==> config.mk <==
export PLATFORM = sky130hd
export DESIGN_NAME = shared_baud_gen
export DESIGN_NICKNAME = d
export VERILOG_FILES = /design/src/rtl/baud_gen_pkg.sv /design/src/rtl/baud_ctrl.sv /design/src/rtl/baud_datapath.sv /design/src/rtl/shared_baud_gen.sv
export SDC_FILE = /design/constraint.sdc
export NUM_CORES = 1
export LEC_CHECK = 0
export CAP_MARGIN = 20
export CORE_MARGIN = 2
export CORE_UTILIZATION = 35
export DETAILED_ROUTE_END_ITERATION = 12
export MAX_ROUTING_LAYER = met4
export SKIP_LAST_GASP = 1
export SYNTH_ARGS = -nofsm -noshare
export SYNTH_HDL_FRONTEND = slang
export SYNTH_SLANG_ARGS = --single-unit
==> constraint.sdc <==
create_clock -name clk -period 3.2 [get_ports clk]
set_input_delay 0.32 -clock clk [delete_from_list [all_inputs] [get_ports clk]]
set_output_delay 0.32 -clock clk [all_outputs]
set_load 0.01 [all_outputs]
==> src/rtl/baud_gen_pkg.sv <==
package baud_gen_pkg;
  // Strobes from control to datapath
  typedef struct packed {
    logic run;      // an enable is high and divisor is valid
    logic restart;  // an enable fell this cycle
  } baudCtrl_t;
endpackage

==> src/rtl/baud_ctrl.sv <==
module baud_ctrl
  import baud_gen_pkg::*;
#(
  parameter int DIV_W = 16,
  parameter int OVS   = 16
) (
  input  logic             clk,
  input  logic             rstN,
  input  logic             divWrEn,
  input  logic [DIV_W-1:0] divWrData,
  input  logic             txEnable,
  input  logic             rxEnable,
  input  logic             irqEnable,
  input  logic             irqClear,
  output logic [DIV_W-1:0] divisor,
  output logic             cfgInvalid,
  output logic             irqFlag,
  output logic             irqOut,
  output baudCtrl_t        ctrl
);
  localparam logic [DIV_W-1:0] MIN_DIV = DIV_W'(OVS);

  logic txPrev, rxPrev;
  logic anyEnable, disableEvt;
  logic [DIV_W-1:0] divReg;
  logic flagReg;

  assign anyEnable  = txEnable | rxEnable;
  assign disableEvt = (txPrev & ~txEnable) | (rxPrev & ~rxEnable);

  always_ff @(posedge clk) begin
    if (!rstN) begin
      txPrev  <= 1'b0;
      rxPrev  <= 1'b0;
      divReg  <= '0;
      flagReg <= 1'b0;
    end else begin
      txPrev <= txEnable;
      rxPrev <= rxEnable;
      if (divWrEn && !anyEnable) divReg <= divWrData;
      if (disableEvt)    flagReg <= 1'b1;
      else if (irqClear) flagReg <= 1'b0;
    end
  end

  assign divisor      = divReg;
  assign cfgInvalid   = (divReg <= MIN_DIV);
  assign irqFlag      = flagReg;
  assign irqOut       = flagReg & irqEnable;
  assign ctrl.run     = anyEnable & ~cfgInvalid;
  assign ctrl.restart = disableEvt;
endmodule

==> src/rtl/baud_datapath.sv <==
module baud_datapath
  import baud_gen_pkg::*;
#(
  parameter int DIV_W = 16,
  parameter int OVS   = 16
) (
  input  logic             clk,
  input  logic             rstN,
  input  baudCtrl_t        ctrl,
  input  logic [DIV_W-1:0] divisor,
  output logic             bitTick,
  output logic             sampleTick
);
  localparam int ACC_W = DIV_W + 1;
  localparam logic [ACC_W-1:0] ACC_STEP = ACC_W'(OVS);

  logic [DIV_W-1:0] bitCnt;
  logic [ACC_W-1:0] phaseAcc, accSum, divExt;
  logic active, sampleHit, lastCycle;

  assign active    = ctrl.run & ~ctrl.restart;
  assign divExt    = {1'b0, divisor};
  assign accSum    = phaseAcc + ACC_STEP;
  assign sampleHit = active && (accSum >= divExt);
  assign lastCycle = active && (bitCnt == divisor - 1'b1);

  always_ff @(posedge clk) begin
    if (!rstN || !active) begin
      bitCnt   <= '0;
      phaseAcc <= '0;
    end else begin
      bitCnt   <= lastCycle ? '0 : bitCnt + 1'b1;
      phaseAcc <= sampleHit ? accSum - divExt : accSum;
    end
  end

  assign bitTick    = lastCycle;
  assign sampleTick = sampleHit;
endmodule

==> src/rtl/shared_baud_gen.sv <==
module shared_baud_gen
  import baud_gen_pkg::*;
#(
  parameter int DIV_W = 16,
  parameter int OVS   = 16
) (
  input  logic             clk,
  input  logic             rstN,
  input  logic             divWrEn,
  input  logic [DIV_W-1:0] divWrData,
  input  logic             txEnable,
  input  logic             rxEnable,
  input  logic             irqEnable,
  input  logic             irqClear,
  output logic [DIV_W-1:0] divisor,
  output logic             cfgInvalid,
  output logic             bitTick,
  output logic             sampleTick,
  output logic             irqFlag,
  output logic             irqOut
);
  baudCtrl_t ctrl;

  baud_ctrl #(.DIV_W(DIV_W), .OVS(OVS)) i_ctrl (
    .clk(clk), .rstN(rstN), .divWrEn(divWrEn), .divWrData(divWrData),
    .txEnable(txEnable), .rxEnable(rxEnable), .irqEnable(irqEnable),
    .irqClear(irqClear), .divisor(divisor), .cfgInvalid(cfgInvalid),
    .irqFlag(irqFlag), .irqOut(irqOut), .ctrl(ctrl)
  );

  baud_datapath #(.DIV_W(DIV_W), .OVS(OVS)) i_dp (
    .clk(clk), .rstN(rstN), .ctrl(ctrl), .divisor(divisor),
    .bitTick(bitTick), .sampleTick(sampleTick)
  );
endmodule

### Yosys cells after proc, flatten, opt, wreduce, memory -nomap -nowiden

Cells that the tools add are included.

* flip-flop bits (word level): 52
* input bits: 23
* output and inout port bits: 21
* logic and storage cells: 36

* add/subtract/negate cells: 4
* magnitude comparators: 2
* equality and inequality tests: 1
* multiplexer cells: 3
* bitwise gates (word level): 11
* reductions and logical operators: 9

Operator list (number)
* adder 17 x 5 -> 17 bit, second input constant: 1
* greater-or-equal comparator 17 x 16 -> 1 bit: 1
* 2-to-1 mux 17 bit: 1
* subtractor 17 x 16 -> 17 bit: 1
* adder 16 x 1 -> 16 bit, second input constant: 1
* equality test 16 bit: 1
* <= comparator 16 x 5 -> 1 bit, second input constant: 1
* subtractor 16 x 1 -> 16 bit, second input constant: 1
* bitwise AND 1 bit: 5
* inverter 1 bit: 4
* logical AND 1 bit: 3
* zero test 1 bit: 3
* 2-to-1 mux 1 bit: 2
* OR 1 bit: 2
* nonzero test 2 bit: 1
* OR reduction 2 bit: 1
* logical OR 1 bit: 1

### Longest topological paths before layout

* word-level depth: 8
* gate-level depth with buffers: 14
* mapped depth without buffers: 12

### By module

From an unflattened synthesis, not the netlist that was laid out.

* cell total of the unflattened synthesis: 444
* area, all modules: 3618.5 µm²

Modules (own cells, without submodules)
* baud_datapath: times used 1, cells an instance 355, area each 2840.2 µm², sequential area each 660.6 µm²
* baud_ctrl: times used 1, cells an instance 89, area each 778.2 µm², sequential area each 380.4 µm²

### Worst setup path after synthesis

Ideal clock, no wire load.

* path kind: register to output
* from: reg i_dp.phaseAcc[4]
* to: out sampleTick
* arrival time: 2675 ps
* required time: 2880 ps
* setup slack: 205 ps
* stages on the path, launching flop included: 14
* path buffers: 2
* cell sequence: dfxtp_1 -> ha_1 -> and3_1 -> nand3_1 -> xnor2_1 -> ha_1 -> clkbuf_1 -> a21oi_1 -> o21ai_0 -> or2_2 -> a21bo_2 -> a21oi_1 -> buf_2 -> nor2b_1

* word-level cells in the longest chain between the ends: 3

Ends and longest elaborated chain
* start, declared: line baud_datapath.sv:18 `logic [ACC_W-1:0] phaseAcc, accSum, divExt;`
* start signal, assigned: line baud_datapath.sv:33 `phaseAcc <= sampleHit ? accSum - divExt : accSum;`
* adder 17 x 5 -> 17 bit: line baud_datapath.sv:23 `assign accSum = phaseAcc + ACC_STEP;`
* greater-or-equal comparator 17 x 16 -> 1 bit: line baud_datapath.sv:24 `assign sampleHit = active && (accSum >= divExt);`
* logical AND 1 bit: line baud_datapath.sv:24
* end, declared: line shared_baud_gen.sv:18 `output logic sampleTick,`

Every way passes these cells.

### Worst setup path in the final report

* from: reg i_ctrl.divReg[5], in the netlist i_ctrl.divisor[5]
* to: out cfgInvalid

* word-level cells in the longest chain between the ends: 1

Ends and longest elaborated chain
* start, declared: line baud_ctrl.sv:25 `logic [DIV_W-1:0] divReg;`
* start signal, assigned: line baud_ctrl.sv:40 `if (divWrEn && !anyEnable) divReg <= divWrData;`
* <= comparator 16 x 5 -> 1 bit: line baud_ctrl.sv:47 `assign cfgInvalid = (divReg <= MIN_DIV);`
* end, declared: line shared_baud_gen.sv:16 `output logic cfgInvalid,`

Every way passes these cells.

==> impl_metrics.env <==
export IMPL_maxSlewViolCount=0
export IMPL_io_buffer_count=43
export IMPL_final_area_um2=4742
export IMPL_cts_hold_buf=0
export IMPL_fin_worst_skew_ps=7.412
export IMPL_initial_core_util_pct=35.78
export IMPL_synth_top_family_by_area="simple AND/OR/NAND/NOR gates"
export IMPL_diodes=0
export IMPL_arrival_ps=2760
export IMPL_final_nets=575
export IMPL_yosysSeqAreaShare_pct=28.43
export IMPL_synthMuxAreaShare_pct=3.828
export IMPL_synth_common_cells="53 x nand2_1, 52 x dfxtp_1, 48 x nor2_1"
export IMPL_synth_xor_area_share_pct=13.64
export IMPL_std_cell_rows=37
export IMPL_grt_max_degree=22
export IMPL_synth_most_common_cell="nand2_1"
export IMPL_initialDrtViolationCount=113
export IMPL_cts_buffers=5
export IMPL_wl_per_cell_um=14.92
export IMPL_synth_seq_cells=52
export IMPL_tns_ps=0
export IMPL_cp_end_kind="output port"
export IMPL_critPathSlowestCell="or4_1"
export IMPL_cp_depth=4
export IMPL_vdd_drop_max_uv=500.1
export IMPL_hpwl_um=7731
export IMPL_maxCapViolations=0
export IMPL_yosys_cell_types_count=56
export IMPL_placed_cell_area_um2=4458
export IMPL_firstDrtPassIters=5
export IMPL_crit_start="i_ctrl.divisor[5]$_SDFFE_PN0P_"
export IMPL_drc=0
export IMPL_leakage_nw=1.915
export IMPL_core_area_um2=10230
export IMPL_area_growth_syn_to_layout_pct=29.53
export IMPL_overflow=0
export IMPL_slowest_delay_ps=680
export IMPL_tritoncts="yes"
export IMPL_synth_top_cell_by_area="dfxtp_1"
export IMPL_path_class="reg2out"
export IMPL_cts_path_max_buffers=2
export IMPL_synth_area_leaders="dfxtp_1 28%, xnor2_1 7.4%, ha_1 6.8%, xor2_1 6.2%, nand2_1 5.4%"
export IMPL_die_y_um=106.3
export IMPL_synthArstFlopShare_pct=0
export IMPL_finalCritPeriodShare_pct=96.12
export IMPL_synthFlopType="dfxtp_1"
export IMPL_worstMarginPinSlew_ps=721.7
export IMPL_vias=3437
export IMPL_path_cells="or4_1 > or4_1 > a211oi_2 > clkdlybuf4s50_1"
export IMPL_yosys_warnings=0
export IMPL_slew_headroom_pct=51.74
export IMPL_hold_viol=0
export IMPL_r2r_cells=13
export IMPL_path_buf_inv=1
export IMPL_routabilityCongestion=0.9554
export IMPL_synth_avg_cell_area_um2=7.924
export IMPL_grt_pass1_wl_um=16170
export IMPL_root_buffer="clkbuf_8"
export IMPL_netlist_instances=462
export IMPL_synthAdderAreaFrac_pct=7.382
export IMPL_crit_fanout=8
export IMPL_h_tree_depth=2
export IMPL_antenna_found_initial=0
export IMPL_grt_use_total_pct=18.43
export IMPL_r2r_setup_slack_ps=250
export IMPL_synth_nets=506
export IMPL_dieArea_um2=11290
export IMPL_power_density_nw_per_um2=798.8
export IMPL_setup_viol=0
export IMPL_clk_latency_ps=310
export IMPL_viasPerCell=5.145
export IMPL_rsz0062_at_grt="yes"
export IMPL_synth_compound_area_share_pct=17.19
export IMPL_totalWireLength_um=9969
export IMPL_startpoint_type="flip-flop"
export IMPL_crit_path_end="cfgInvalid"
export IMPL_drive_gt1_share_pct=16.35
export IMPL_r2r_start="i_dp.phaseAcc[4]$_SDFF_PP0_"
export IMPL_cp_common_cell="or4_1"
export IMPL_clock_sinks=52
export IMPL_drtAntennaViolNets=0
export IMPL_crit_family="simple AND/OR/NAND/NOR gates"
export IMPL_fin_util_pct=46.35
export IMPL_synth_top_area_share_pct=28.43
export IMPL_die_w_um=106.3
export IMPL_synth_edff_count=0
export IMPL_cp_required_ps=2880
export IMPL_r2r_end="i_dp.phaseAcc[4]$_SDFF_PP0_"
export IMPL_min_path_type="reg2reg"
export IMPL_synth_simple_area_share_pct=24.33
export IMPL_grt_pass1_vias=3299
export IMPL_clkTransAtPathRegs_ps=100
export IMPL_syn_cell_area_um2=3661
export IMPL_ios=44
export IMPL_status="complete, no violations"
export IMPL_finalCriticalPeriod_ps=3076
export IMPL_max_freq_mhz=325.1
[per-stage QoR]
| step | std cells | hold WS [ps] | power, mW | setup WS [ps] |
|---|---|---|---|---|
| after floorplan | 462 | 434.3 | 2.575 | 205.1 |
| after global placement | 659 | 444.3 | 3.198 | 27.64 |
| after detailed placement | 659 | 452.3 | 3.200 | -36.88 |
| after CTS | 667 | 465.5 | 3.693 | -109.4 |
| after global routing | 668 | 489.2 | 4.073 | -14.17 |
| final | 668 | 465.4 | 3.788 | 124.2 |
[tightest hold or removal path, cell delays in order (launching register included)]
cell     delay, ps
dfxtp_1        330
nand2_1         50
a21oi_1         50
[layout by cell type (no fill, tap or decap), types with 4 or more instances in the layout]
| cell type | netlist | routed |
|---|---|---|
| nand2_1 | 53 | 52 |
| nor2_1 | 48 | 47 |
| dfxtp_1 | 52 | 44 |
| clkdlybuf4s50_1 | 0 | 41 |
| buf_4 | 0 | 38 |
| inv_1 | 28 | 28 |
| xnor2_1 | 31 | 27 |
| xor2_1 | 26 | 25 |
| a21oi_1 | 22 | 18 |
| nand3_1 | 18 | 16 |
| a21boi_0 | 16 | 16 |
| ha_1 | 20 | 16 |
| mux2i_1 | 14 | 14 |
| o21ai_0 | 13 | 12 |
| and3_1 | 13 | 10 |
| nand4_1 | 9 | 9 |
| dfxtp_2 | 0 | 8 |
| nor3_1 | 8 | 7 |
| nor2b_1 | 5 | 5 |
| o21a_1 | 5 | 5 |
| a211oi_1 | 5 | 5 |
| clkbuf_8 | 0 | 5 |
| a21oi_2 | 0 | 4 |
| or4_1 | 4 | 4 |
| and2_1 | 4 | 4 |
[cells by family (layout without fill, tap and decap cells)]
kind of cell / after synthesis / after routing
XOR/XNOR: 57 / 57
AND/OR/NAND/NOR: 181 / 181
multiplexers: 14 / 14
buffers and inverters: 47 / 117
AO/OA/AOI/OAI: 90 / 90
flip-flops: 52 / 52
adder cells (fa/ha/maj): 21 / 21
[state kept, by name (all words and copies together) (netlist names)]
| name | cells |
|---|---|
| i_ctrl.txPrev | 1 |
| i_dp.bitCnt | 16 |
| i_ctrl.rxPrev | 1 |
| i_dp.phaseAcc | 17 |
| i_ctrl.irqFlag | 1 |
| i_ctrl.divisor | 16 |
[final cells by class]
type / instances / area, um^2
repair buffers: 81 / 705.7
inverters: 28 / 105.1
flip-flops and latches: 52 / 1051
clock inverters: 2 / 38.79
clock buffers: 6 / 72.57
multi-input cells: 363 / 2599
well taps: 136 / 170.2
fillers: 1003 / 5489
[worst min-delay path by stage]
stage	startpoint	to	slack [ps]	cells past startpoint
2_1_floorplan	i_dp.phaseAcc[3]$_SDFFE_PP0P_	i_dp.phaseAcc[3]$_SDFFE_PP0P_	430	2
5_1_grt	i_dp.phaseAcc[3]$_SDFFE_PP0P_	i_dp.phaseAcc[3]$_SDFFE_PP0P_	490	2
3_3_place_gp	i_dp.phaseAcc[3]$_SDFFE_PP0P_	i_dp.phaseAcc[3]$_SDFFE_PP0P_	440	2
3_5_place_dp	i_dp.phaseAcc[3]$_SDFFE_PP0P_	i_dp.phaseAcc[3]$_SDFFE_PP0P_	450	2
6_report	i_dp.phaseAcc[3]$_SDFFE_PP0P_	i_dp.phaseAcc[3]$_SDFFE_PP0P_	470	2
4_1_cts	i_dp.phaseAcc[3]$_SDFFE_PP0P_	i_dp.phaseAcc[3]$_SDFFE_PP0P_	470	2
[what timing repair did]
action,4_1_cts,5_1_grt
gates resized for setup,10,30
setup endpoints to repair,2,18
hold endpoints to repair,0,0
pin swaps,1,6
setup buffers,0,1
cloned,0,0
[metal layers]
layer  track usage (%)  up-vias  wire length [um]  part of all wire, %
met5                 -        -                 0                    0
met4             5.169        0               199                  2.0
met3             1.901       13               348                  3.5
met2             30.59       82              4659                   47
met1             23.92     1596              4762                   48
li1                  -     1746                 -                    -
[where the power goes]
part / total (mW) / internal (mW) / switching [mW]
combinational: 2.53 / 1.22 / 1.31
sequential: 0.789 / 0.725 / 0.0637
clock: 0.469 / 0.237 / 0.232
total: 3.79 / 2.18 / 1.61
Power figures use the tool's default switching activity.
